### src/rtl/rsp_pkg.sv
// Package: shared state encoding for the reservation station pool.
// Assumes nothing beyond a two-bit state per entry.
package rsp_pkg;

    // Life cycle of one entry: empty, waiting for operands/launch, launched
    typedef enum logic [1:0] {
        SLOT_FREE = 2'd0,
        SLOT_WAIT = 2'd1,
        SLOT_EXEC = 2'd2
    } slot_state_e;

endpackage

### src/rtl/rsp_free_pick.sv
// Module: rsp_free_pick
// Chooses the lowest-numbered free entry for an incoming issue.
// Assumes the caller gates the request with any_free; output is one-hot or zero.
module rsp_free_pick #(
    parameter int unsigned N = 4
) (
    input  logic [N-1:0] free_vec,
    input  logic         req,
    output logic [N-1:0] alloc_vec,
    output logic         any_free
);

    // Priority search for the first free entry
    always_comb begin
        logic found;
        found     = 1'b0;
        alloc_vec = '0;
        for (int i = 0; i < N; i++) begin
            if (free_vec[i] && !found) begin
                alloc_vec[i] = req;
                found        = 1'b1;
            end
        end
        any_free = found;
    end

endmodule

### src/rtl/rsp_age_pick.sv
// Module: rsp_age_pick
// Keeps an age matrix (older_q[j][i] = entry j was issued before entry i)
// and grants the oldest ready entry. Assumes at most one allocation per cycle
// and that only occupied entries raise ready.
module rsp_age_pick #(
    parameter int unsigned N     = 4,
    parameter int unsigned IDX_W = 2
) (
    input  logic             clk,
    input  logic             rst_n,
    input  logic [N-1:0]     alloc_vec,
    input  logic [N-1:0]     ready_vec,
    output logic [N-1:0]     grant_vec,
    output logic [IDX_W-1:0] grant_idx,
    output logic             grant_any
);

    logic [N-1:0] older_q [N];

    // Age update: a new entry becomes younger than every other entry
    always_ff @(posedge clk) begin
        if (!rst_n) begin
            for (int j = 0; j < N; j++) begin
                older_q[j] <= '0;
            end
        end else begin
            for (int k = 0; k < N; k++) begin
                if (alloc_vec[k]) begin
                    for (int j = 0; j < N; j++) begin
                        if (j != k) begin
                            older_q[j][k] <= 1'b1;
                            older_q[k][j] <= 1'b0;
                        end
                    end
                end
            end
        end
    end

    // Grant an entry that is ready and has no older ready entry
    always_comb begin
        for (int i = 0; i < N; i++) begin
            logic blocked;
            blocked = 1'b0;
            for (int j = 0; j < N; j++) begin
                if (j != i && ready_vec[j] && older_q[j][i]) begin
                    blocked = 1'b1;
                end
            end
            grant_vec[i] = ready_vec[i] && !blocked;
        end
    end

    // Encode the granted entry number
    always_comb begin
        grant_idx = '0;
        grant_any = 1'b0;
        for (int i = 0; i < N; i++) begin
            if (grant_vec[i]) begin
                grant_idx = IDX_W'(i);
                grant_any = 1'b1;
            end
        end
    end

    // at most one entry is granted in any cycle
    a_r7_single_grant: assert property (@(posedge clk) disable iff (!rst_n)
        $onehot0(grant_vec));

endmodule

### src/rtl/rsp_slot.sv
// Module: rsp_slot
// One reservation entry: stores an operation, two operands with producer tags,
// snoops the broadcast bus for its pending tags, and releases itself when a
// broadcast carries its own tag after launch. Assumes tag 0 means "valid".
module rsp_slot
    import rsp_pkg::*;
#(
    parameter int unsigned DATA_W = 32,
    parameter int unsigned OP_W   = 4,
    parameter int unsigned TAG_W  = 4,
    parameter int unsigned MY_TAG = 1
) (
    input  logic              clk,
    input  logic              rst_n,
    input  logic              alloc,
    input  logic [OP_W-1:0]   in_op,
    input  logic [DATA_W-1:0] in_val_a,
    input  logic [TAG_W-1:0]  in_tag_a,
    input  logic [DATA_W-1:0] in_val_b,
    input  logic [TAG_W-1:0]  in_tag_b,
    input  logic              bc_valid,
    input  logic [TAG_W-1:0]  bc_tag,
    input  logic [DATA_W-1:0] bc_value,
    input  logic              launch,
    output logic              is_free,
    output logic              is_ready,
    output logic [OP_W-1:0]   op,
    output logic [DATA_W-1:0] val_a,
    output logic [DATA_W-1:0] val_b
);

    localparam logic [TAG_W-1:0] OWN_TAG = TAG_W'(MY_TAG);

    slot_state_e       st_q;
    logic [TAG_W-1:0]  tag_a_q, tag_b_q;
    logic [OP_W-1:0]   op_q;
    logic [DATA_W-1:0] va_q, vb_q;

    logic hit_in_a, hit_in_b, hit_a, hit_b, hit_own;

    // Associative compares against the broadcast bus
    always_comb begin
        hit_in_a = (in_tag_a != '0) && bc_valid && (bc_tag == in_tag_a);
        hit_in_b = (in_tag_b != '0) && bc_valid && (bc_tag == in_tag_b);
        hit_a    = (tag_a_q  != '0) && bc_valid && (bc_tag == tag_a_q);
        hit_b    = (tag_b_q  != '0) && bc_valid && (bc_tag == tag_b_q);
        hit_own  = bc_valid && (bc_tag == OWN_TAG);
    end

    // Entry state, capture at issue, wakeup, launch and release
    always_ff @(posedge clk) begin
        if (!rst_n) begin
            st_q    <= SLOT_FREE;
            tag_a_q <= '0;
            tag_b_q <= '0;
            op_q    <= '0;
            va_q    <= '0;
            vb_q    <= '0;
        end else begin
            case (st_q)
                SLOT_FREE: begin
                    if (alloc) begin
                        st_q    <= SLOT_WAIT;
                        op_q    <= in_op;
                        va_q    <= hit_in_a ? bc_value : in_val_a;
                        tag_a_q <= hit_in_a ? '0 : in_tag_a;
                        vb_q    <= hit_in_b ? bc_value : in_val_b;
                        tag_b_q <= hit_in_b ? '0 : in_tag_b;
                    end
                end
                SLOT_WAIT: begin
                    if (hit_a) begin
                        va_q    <= bc_value;
                        tag_a_q <= '0;
                    end
                    if (hit_b) begin
                        vb_q    <= bc_value;
                        tag_b_q <= '0;
                    end
                    if (launch) begin
                        st_q <= SLOT_EXEC;
                    end
                end
                SLOT_EXEC: begin
                    if (hit_own) begin
                        st_q <= SLOT_FREE;
                    end
                end
                default: st_q <= SLOT_FREE;
            endcase
        end
    end

    // Status and payload toward the pickers and dispatch mux
    always_comb begin
        is_free  = (st_q == SLOT_FREE);
        is_ready = (st_q == SLOT_WAIT) && (tag_a_q == '0) && (tag_b_q == '0);
        op       = op_q;
        val_a    = va_q;
        val_b    = vb_q;
    end

    // a matching broadcast resolves a waiting first operand
    a_r4_wake_a: assert property (@(posedge clk) disable iff (!rst_n)
        (st_q == SLOT_WAIT && hit_a) |=> (tag_a_q == '0 && va_q == $past(bc_value)));

    // without a match a pending second operand keeps its tag and value
    a_r4_hold_b: assert property (@(posedge clk) disable iff (!rst_n)
        (st_q == SLOT_WAIT && tag_b_q != '0 && !hit_b) |=> ($stable(tag_b_q) && $stable(vb_q)));

    // allocation only lands on an empty entry
    a_r2_alloc_free_only: assert property (@(posedge clk) disable iff (!rst_n)
        alloc |-> st_q == SLOT_FREE);

    // launch only when both operands are resolved
    a_r6_launch_ready: assert property (@(posedge clk) disable iff (!rst_n)
        launch |-> (st_q == SLOT_WAIT && tag_a_q == '0 && tag_b_q == '0));

endmodule

### src/rtl/rsv_station_pool.sv
// Module: rsv_station_pool (top)
// Pool of N_SLOTS reservation entries in front of one functional unit.
// Entry i answers to machine tag BASE_TAG+i; TAG_W must be wide enough for
// every producer tag in the machine. Assumes one broadcast per cycle.
module rsv_station_pool
    import rsp_pkg::*;
#(
    parameter int unsigned N_SLOTS  = 4,
    parameter int unsigned DATA_W   = 32,
    parameter int unsigned OP_W     = 4,
    parameter int unsigned TAG_W    = 4,
    parameter int unsigned BASE_TAG = 1
) (
    input  logic              clk,
    input  logic              rst_n,
    input  logic              iss_valid,
    output logic              iss_ready,
    input  logic [OP_W-1:0]   iss_op,
    input  logic [DATA_W-1:0] iss_val_a,
    input  logic [TAG_W-1:0]  iss_tag_a,
    input  logic [DATA_W-1:0] iss_val_b,
    input  logic [TAG_W-1:0]  iss_tag_b,
    input  logic              bc_valid,
    input  logic [TAG_W-1:0]  bc_tag,
    input  logic [DATA_W-1:0] bc_value,
    output logic              dsp_valid,
    input  logic              dsp_ready,
    output logic [OP_W-1:0]   dsp_op,
    output logic [DATA_W-1:0] dsp_a,
    output logic [DATA_W-1:0] dsp_b,
    output logic [TAG_W-1:0]  dsp_tag
);

    localparam int unsigned IDX_W = (N_SLOTS > 1) ? $clog2(N_SLOTS) : 1;

    logic [N_SLOTS-1:0] free_vec, ready_vec, alloc_vec, grant_vec, launch_vec;
    logic [IDX_W-1:0]   grant_idx;
    logic               grant_any, any_free;
    logic [OP_W-1:0]    s_op [N_SLOTS];
    logic [DATA_W-1:0]  s_va [N_SLOTS];
    logic [DATA_W-1:0]  s_vb [N_SLOTS];

    rsp_free_pick #(.N(N_SLOTS)) i_free_pick (
        .free_vec (free_vec),
        .req      (iss_valid),
        .alloc_vec(alloc_vec),
        .any_free (any_free)
    );

    rsp_age_pick #(.N(N_SLOTS), .IDX_W(IDX_W)) i_age_pick (
        .clk      (clk),
        .rst_n    (rst_n),
        .alloc_vec(alloc_vec),
        .ready_vec(ready_vec),
        .grant_vec(grant_vec),
        .grant_idx(grant_idx),
        .grant_any(grant_any)
    );

    // Launch the granted entry when the functional unit accepts
    always_comb begin
        launch_vec = grant_vec & {N_SLOTS{dsp_ready}};
    end

    for (genvar g = 0; g < N_SLOTS; g++) begin : g_slot
        rsp_slot #(
            .DATA_W(DATA_W),
            .OP_W  (OP_W),
            .TAG_W (TAG_W),
            .MY_TAG(BASE_TAG + g)
        ) i_slot (
            .clk     (clk),
            .rst_n   (rst_n),
            .alloc   (alloc_vec[g]),
            .in_op   (iss_op),
            .in_val_a(iss_val_a),
            .in_tag_a(iss_tag_a),
            .in_val_b(iss_val_b),
            .in_tag_b(iss_tag_b),
            .bc_valid(bc_valid),
            .bc_tag  (bc_tag),
            .bc_value(bc_value),
            .launch  (launch_vec[g]),
            .is_free (free_vec[g]),
            .is_ready(ready_vec[g]),
            .op      (s_op[g]),
            .val_a   (s_va[g]),
            .val_b   (s_vb[g])
        );
    end

    // Issue handshake and dispatch payload from the granted entry
    always_comb begin
        iss_ready = any_free;
        dsp_valid = grant_any;
        dsp_op    = s_op[grant_idx];
        dsp_a     = s_va[grant_idx];
        dsp_b     = s_vb[grant_idx];
        dsp_tag   = TAG_W'(BASE_TAG) + TAG_W'(grant_idx);
    end

    // an unaccepted offer is still present next cycle
    a_r7_offer_held: assert property (@(posedge clk) disable iff (!rst_n)
        (dsp_valid && !dsp_ready) |=> dsp_valid);

    // a launched entry is not offered in the following cycle
    a_r8_no_reoffer: assert property (@(posedge clk) disable iff (!rst_n)
        (dsp_valid && dsp_ready) |=> !(dsp_valid && dsp_tag == $past(dsp_tag)));

    // nothing is allocated while the pool reports full
    a_r9_full_drops: assert property (@(posedge clk) disable iff (!rst_n)
        !iss_ready |-> alloc_vec == '0);

endmodule

### config.mk
export PLATFORM = sky130hd
export DESIGN_NAME = rsv_station_pool
export DESIGN_NICKNAME = d
export VERILOG_FILES = /design/src/rtl/rsp_pkg.sv /design/src/rtl/rsp_free_pick.sv /design/src/rtl/rsp_age_pick.sv /design/src/rtl/rsp_slot.sv /design/src/rtl/rsv_station_pool.sv
export SDC_FILE = /design/constraint.sdc
export NUM_CORES = 1
export LEC_CHECK = 0
export ABC_CLOCK_PERIOD_IN_PS = 3000
export BUFFER_PORTS_ARGS = -buffer_cell sky130_fd_sc_hd__buf_4
export CAP_MARGIN = 20
export CORE_MARGIN = 3
export CORE_UTILIZATION = 35
export CTS_BUF_LIST = sky130_fd_sc_hd__clkbuf_4
export DETAILED_ROUTE_END_ITERATION = 8
export MAX_ROUTING_LAYER = met4
export SLEW_MARGIN = 30
export SYNTH_ARGS = -nofsm -noshare
export SYNTH_HDL_FRONTEND = slang
export SYNTH_HIERARCHICAL = 1
export SYNTH_SLANG_ARGS = --single-unit
### constraint.sdc
create_clock -name clk -period 3 [get_ports clk]
set_input_delay 0 -clock clk [delete_from_list [all_inputs] [get_ports clk]]
set_output_delay 0 -clock clk [all_outputs]
set_load 0.01 [all_outputs]
Yosys cells after proc, flatten, opt, wreduce, memory -nomap -nowiden --
Memories as Yosys holds them, arrays and structs flattened. Cells that the tools add are included.
Word-level totals: bits in latches 0, register bits 312, word-level logic and storage cells 336, bits in writable memories 16, bits in read-only memories 0, memories kept 1, output and inout bits 74
Memory list:
- i_age_pick.older_q | words 4, width 4, rd ports 4, clocked after memory_dff 0, write ports 4, line rsp_age_pick.sv:18 | logic [N-1:0] older_q [N];
Operators by class: bitwise operators 26, muxes and demuxes 141, equality and inequality tests 42, add/subtract/negate cells 1, multipliers 0, $lt $le $gt $ge 1, div/mod/pow operators 0, shift operators 0, reductions and logical operators 100
Operators with widths (number):
- $mux 32 | 22
- $pmux 32 s2 | 8
- $bmux 32 s2 | 2
- $mux 4 | 20
- $pmux 4 s2 | 8
- $mux 1 | 62
- $logic_and 1x1->1 | 51
- $eq 4x4->1 | 10
- $reduce_bool 4->1 | 10
- $reduce_and 3->1 | 12
- $logic_not 4->1 | 8
- $ne 2x1->1 const B | 16
- $mux 2 | 14
- $or 1x1->1 | 24
- $pmux 2 s3 | 4
- $bmux 4 s2 | 1
- $eq 2x1->1 const B | 4
- $eq 2x2->1 const B | 4
- $eq 4x2->1 const B | 2
- $logic_not 2->1 | 4
- $ne 2x2->1 const B | 4
- $reduce_and 2->1 | 4
- $reduce_bool 2->1 | 4
- $logic_not 1->1 | 7
- 6 further kinds | 6

Depth between registers and ports, before layout --
word-level depth 16, depth in mapped cells 11, gate-level depth less buffers 11

Hierarchy --
The synthesis kept the hierarchy.
Modules (own cells, without submodules):
- rsp_slot (g_slot[1].i_slot ...) | cells an instance 462, area each 3602.2 um^2, times used 2, seq. area each 1561.5 um^2
- rsp_slot (g_slot[3].i_slot) | cells an instance 462, area each 3603.5 um^2, times used 1, seq. area each 1561.5 um^2
- rsp_slot (g_slot[0].i_slot) | cells an instance 462, area each 3601.0 um^2, times used 1, seq. area each 1561.5 um^2
- rsv_station_pool | cells an instance 92, area each 1706.6 um^2, times used 1, seq. area each 0.0 um^2
- rsp_age_pick | cells an instance 60, area each 491.7 um^2, times used 1, seq. area each 240.2 um^2
- rsp_free_pick | cells an instance 7, area each 42.5 um^2, times used 1, seq. area each 0.0 um^2

Worst setup path before layout --
OpenSTA, ideal clock, no wires.
path type register -> output, from register g_slot[3].i_slot.st_q[1], to output dsp_b[10], buffers on the path 3, path slack 0.433 ns, data arrival time 2.567 ns, stages on the path, launching flop included 11, cells stage by stage dfxtp_1 > nand2b_1 > clkbuf_1 > nor4_1 > nand2_1 > nand4_1 > inv_1 > o21ai_1 > buf_6 > buf_2 > mux4_2
On the way: elaborated cells on any way between the ends 19
RTL lines:
- start: declaration | line rsp_slot.sv:34 | slot_state_e st_q;
- start signal: assignment | line rsp_slot.sv:53 | st_q <= SLOT_FREE;
- start signal: assignment | line rsp_slot.sv:63 | st_q <= SLOT_WAIT;
- start signal: assignment | line rsp_slot.sv:81 | st_q <= SLOT_EXEC;
- $eq 2x1->1 | line rsp_slot.sv:97 | is_ready = (st_q == SLOT_WAIT) && (tag_a_q == '0) && (tag_b_q == '0);
- $logic_and 1x1->1 (2 in a row) | line rsp_slot.sv:97
- net ready_vec[3] | line rsv_station_pool.sv:36 | logic [N_SLOTS-1:0] free_vec, ready_vec, alloc_vec, grant_vec, launch_vec;
- $logic_and 1x1->1 | line rsp_age_pick.sv:46 | if (j != i && ready_vec[j] && older_q[j][i]) begin
- $mux 1 | line rsp_age_pick.sv:46
- $logic_not 1->1 | line rsp_age_pick.sv:50 | grant_vec[i] = ready_vec[i] && !blocked;
- $logic_and 1x1->1 | line rsp_age_pick.sv:50
- net grant_vec[2] | line rsv_station_pool.sv:36
- $mux 2 (2 in a row) | line rsp_age_pick.sv:59 | if (grant_vec[i]) begin
- net grant_idx[0] | line rsv_station_pool.sv:37 | logic [IDX_W-1:0] grant_idx;
- $not 2->3 (not written as such) | line rsv_station_pool.sv:98 | dsp_b = s_vb[grant_idx];
- $bmux 32 s2 | line rsv_station_pool.sv:98
- $mux 32 (not written as such) (2 in a row) | line rsv_station_pool.sv:98
- end: declaration | line rsv_station_pool.sv:30 | output logic [DATA_W-1:0] dsp_b,
The timed path passes the listed nets, and every way through them passes these cells. The select of a mux whose other input is x is not followed.

Worst setup path in the final report --
from register g_slot[0].i_slot.tag_a_q[2], to output dsp_a[24]
On the way: elaborated cells on any way between the ends 28
RTL lines:
- start: declaration | line rsp_slot.sv:35 | logic [TAG_W-1:0] tag_a_q, tag_b_q;
- start signal: assignment | line rsp_slot.sv:66 | tag_a_q <= hit_in_a ? '0 : in_tag_a;
- $logic_not 4->1 | line rsp_slot.sv:97
- $logic_and 1x1->1 (2 in a row) | line rsp_slot.sv:97
- net ready_vec[0] | line rsv_station_pool.sv:36
- $logic_and 1x1->1 | line rsp_age_pick.sv:46
- $mux 1 (3 in a row) | line rsp_age_pick.sv:46
- $logic_not 1->1 | line rsp_age_pick.sv:50
- $logic_and 1x1->1 | line rsp_age_pick.sv:50
- net grant_vec[2] | line rsv_station_pool.sv:36
- $mux 2 (2 in a row) | line rsp_age_pick.sv:59
- net grant_idx[0] | line rsv_station_pool.sv:37
- $not 2->3 (not written as such) | line rsv_station_pool.sv:97 | dsp_a = s_va[grant_idx];
- $bmux 32 s2 | line rsv_station_pool.sv:97
- $mux 32 (not written as such) (2 in a row) | line rsv_station_pool.sv:97
- end: declaration | line rsv_station_pool.sv:29 | output logic [DATA_W-1:0] dsp_a,
The timed path passes the listed nets, and every way through them passes these cells. The select of a mux whose other input is x is not followed.

==> results.sh <==
export IMPL_max_slew_worst_pin_slew_ns=0.594
export IMPL_die_y_um=224
export IMPL_crit_path_start="g_slot[0].i_slot/tag_a_q[2]"
export IMPL_timing_clock_skew_ns=0.0310
export IMPL_ys_top_cells_by_area="sky130_fd_sc_hd__dfxtp_1 (39%), sky130_fd_sc_hd__nand2_1 (13%), sky130_fd_sc_hd__a31oi_1 (9.6%), sky130_fd_sc_hd__mux4_2 (9.2%), sky130_fd_sc_hd__o21ai_0 (7.9%)"
export IMPL_flip_flop_and_latch_count_after_synthesis=324
export IMPL_synth_net_count=2125
export IMPL_power_density_nw_per_um2=501
export IMPL_cp_slowest_stage_delay_ns=0.53
export IMPL_design_core_area_um2=46800
export IMPL_synthCells=2007
export IMPL_synth_top_cell_area_share=0.390
export IMPL_worstHoldPathType="in2reg"
export IMPL_utilization=0.502
export IMPL_failed_checks="setup timing"
export IMPL_dieWidth_um=224
export IMPL_initial_core_util=0.356
export IMPL_reg2reg_setup_slack_ns=0.13
export IMPL_p_sw_w=0.00368
export IMPL_layout_setup_ws_ns=-0.396
export IMPL_hold_viol_final=0
export IMPL_drt_vias_per_instance=5.61
export IMPL_synth_lib_cells_used_distinct=45
export IMPL_final_net_count=2612
export IMPL_gp_congestion=0.871
export IMPL_path_cells="nor3_2, nand2_2, nor4_4, nand2_1, nand4_1, buf_4, inv_4, o21ai_4, buf_12, buf_16, buf_12, mux4_2, buf_6"
export IMPL_result_of_the_run="complete, but fails checks"
export IMPL_cts_clk_slew_worst_paths_ns=0.07
export IMPL_layout_cells_most_common_list="sky130_fd_sc_hd__nand2_1 (571), sky130_fd_sc_hd__dfxtp_1 (318), sky130_fd_sc_hd__dlygate4sd3_1 (295), sky130_fd_sc_hd__o21ai_0 (264), sky130_fd_sc_hd__a31oi_1 (256)"
export IMPL_timing_rr_end="g_slot[1].i_slot/val_a[16]"
export IMPL_hpwlAfterDp_um=40300
export IMPL_layout_filler_cell_count=4326
export IMPL_slew_headroom=0.604
export IMPL_cts_made_buffers=94
export IMPL_ir_drop_mv=0.245
export IMPL_unrepaired_setup_endpoints_after_global_routing="true"
export IMPL_wl_um=67400
export IMPL_final_common_cell="sky130_fd_sc_hd__nand2_1"
export IMPL_ctsLongestPathBuffers=3
export IMPL_max_freq_mhz=295
export IMPL_tritoncts_num_sinks=324
export IMPL_synth_yosys_seq_area_share=0.390
export IMPL_power_frac_clock=0.353
export IMPL_power_leakage_nw=9.33
export IMPL_setup_worst_path_start_class="flop"
export IMPL_ff2ff_path_depth=8
export IMPL_async_reset_ff_frac=0
export IMPL_first_pass_iters=5
export IMPL_clock_tree_htree_level_count=3
export IMPL_power_report_internal_total_w=0.00808
export IMPL_critical_path_peak_fanout=7
export IMPL_antenna_found_initial=4
export IMPL_detailroute_via_count=17800
export IMPL_root_buffer="sky130_fd_sc_hd__clkbuf_4"
export IMPL_syn_avg_cell_area_um2=8.30
export IMPL_critPathCapture="dsp_a[24]"
export IMPL_crit_top_cell="sky130_fd_sc_hd__buf_12"
export IMPL_hp_start="bc_value[12]"
export IMPL_synth_enable_flop_cells=0
export IMPL_grtUsageTotal=0.269
export IMPL_worst_endpoint_arrival_ns=3.40
export IMPL_drive_gt1_frac=0.221
export IMPL_post_route_drc_count=0
export IMPL_grt_first_pass_wirelength_um=102000
export IMPL_ant_nets=0
export IMPL_power_switching_share=0.313
export IMPL_critical_path_required_ns=3.00
export IMPL_place_worst_setup_slack_ns=0.181
export IMPL_setup_viol=69
export IMPL_yosys_warnings=6
export IMPL_timing_max_cap_violations=0
export IMPL_p_comb_frac=0.245
export IMPL_area_delta_synth_final_pct=40.9
export IMPL_worst_r2r_startpoint="g_slot[1].i_slot/st_q[1]"
export IMPL_first_global_vias=17600
export IMPL_tritoncts="done"
export IMPL_cp_end_kind="output port"
export IMPL_detailed_route_iter0_violations=1801
export IMPL_synth_area_leader_cell="sky130_fd_sc_hd__dfxtp_1"
export IMPL_overflow=0
export IMPL_sequentialPowerShare=0.402
export IMPL_routedWlPerCell_um=21.3
export IMPL_timing_max_transition_violations_final=0
export IMPL_finalWorstPathRequiredPeriod_ns=3.40
export IMPL_design_die_area_um2=50200
export IMPL_syn_area_um2=16600
export IMPL_num_io_pins=191
export IMPL_worstSkewPairLatency_ns=0.82
export IMPL_setup_worst_path_class="reg2out"
export IMPL_grt_max_degree=131
export IMPL_min_period_over_period=1.13
export IMPL_io_buf_count=189
export IMPL_ys_flop_type="sky130_fd_sc_hd__dfxtp_1"
export IMPL_row_count=79
export IMPL_critical_path_slowest_cell="sky130_fd_sc_hd__mux4_2"
-- timing repair --
| action | in CTS | in global routing |
|---|---|---|
| gates cloned | 1 | 3 |
| endpoints found under the setup margin | 71 | 77 |
| buffers inserted | 7 | 0 |
| gates resized for setup | 61 | 60 |
| endpoints found under the hold margin | 324 | 0 |
| pin swaps | 11 | 2 |
| hold buffers | 296 | 0 |
-- layer usage --
metal  global-route usage  wire length (µm)  vias to the layer above
li1                     -                 -                     8199
met1                0.338             28200                     8477
met2                0.413             30700                      937
met3               0.0710              6250                      174
met4                0.107              2210                        0
met5                    -                 0                        -
-- critical path, delay by kind of cell (launching register included) --
kind                   cells  cell delay, ns
DFF                        1            0.34
buffers and inverters      6            0.80
muxes                      1            0.53
and+or+nand+nor            5            0.75
AOI/OAI and AO/OA          1            0.15
-- cells by family (layout without fill, tap and decap cells) --
| logic type | after synthesis | in the layout | share of synthesized area |
|---|---|---|---|
| AOI/OAI and AO/OA | 621 | 621 | 0.228 |
| xor gates and xnor gates | 48 | 48 | 0.0252 |
| adders and majority gates | 1 | 1 | 0.000751 |
| buffers and inverters | 195 | 745 | 0.0688 |
| DFF | 324 | 324 | 0.390 |
| muxes | 84 | 84 | 0.102 |
| other | 1 | 6 | 0.000225 |
| and+or+nand+nor | 733 | 733 | 0.186 |
-- cells in the mapped netlist (9+ instances only) --
cell type,instances
sky130_fd_sc_hd__and2_1,9
sky130_fd_sc_hd__a31oi_1,256
sky130_fd_sc_hd__nand2b_1,14
sky130_fd_sc_hd__buf_2,79
sky130_fd_sc_hd__clkbuf_1,55
sky130_fd_sc_hd__nor2_1,25
sky130_fd_sc_hd__inv_1,13
sky130_fd_sc_hd__buf_4,17
sky130_fd_sc_hd__nor3_1,9
sky130_fd_sc_hd__nand3_1,34
sky130_fd_sc_hd__o21ai_0,264
sky130_fd_sc_hd__nand2_1,575
sky130_fd_sc_hd__mux4_2,68
sky130_fd_sc_hd__o21a_1,10
sky130_fd_sc_hd__xnor2_1,24
sky130_fd_sc_hd__a21boi_0,32
sky130_fd_sc_hd__buf_6,29
sky130_fd_sc_hd__nor2b_1,26
sky130_fd_sc_hd__xor2_1,24
sky130_fd_sc_hd__mux2i_1,16
sky130_fd_sc_hd__a21oi_1,14
sky130_fd_sc_hd__dfxtp_1,324
-- per-stage QoR --
step	setup TNS, ns	cell area [µm²]	hold slack, ns	total power, W	cells
after floorplan	0	16600	0.143	0.00611	2007
after global placement	0	18700	0.287	0.00706	2699
after detailed placement	0	18700	0.300	0.00711	2699
after CTS	-27.84	23100	0.000669	0.0117	3162
after global routing	-36.18	23500	0.00767	0.0124	3169
final	-22.86	23500	0.0922	0.0118	3169
-- how the worst min path moves through the flow --
stage	end	slack, ns	depth (start not counted)
floorplan	g_slot[0].i_slot/val_b[27]	0.14	2
CTS	g_slot[1].i_slot/val_a[15]	0.0007	4
finish	g_slot[3].i_slot/val_a[12]	0.09	4
global route	g_slot[3].i_slot/val_a[12]	0.008	4
detailed placement	g_slot[3].i_slot/op[3]	0.30	3
global placement	g_slot[0].i_slot/op[3]	0.29	3
-- state kept, by name, summed over array words and instances, names as in the netlist --
signal and count:
g_slot.i_slot/op 16, g_slot.i_slot/st_q 8, g_slot.i_slot/tag_a_q 16, g_slot.i_slot/tag_b_q 16
g_slot.i_slot/val_a 128, g_slot.i_slot/val_b 128, i_age_pick/older_q 12
-- power groups by stage --
stage,Sequential [W],Combinational (W),Clock (W)
floorplan,0.00473,0.00138,0
global placement,0.00480,0.00226,0
detailed placement,0.00480,0.00231,0
CTS,0.00471,0.00274,0.00425
global route,0.00474,0.00309,0.00451
finish,0.00473,0.00288,0.00414
-- cell type report --
type	count	area, µm²	share of cell area
antenna	5	12.5	0.000533
multi-input combinational	1488	9190	0.392
sequential	324	6490	0.277
inverter	13	51.3	0.00219
tap	607	759	0.0324
clock buffer	136	1020	0.0435
clock inverter	23	115	0.00491
timing repair buffer	573	5820	0.248
(Power assumes the default switching activity.)
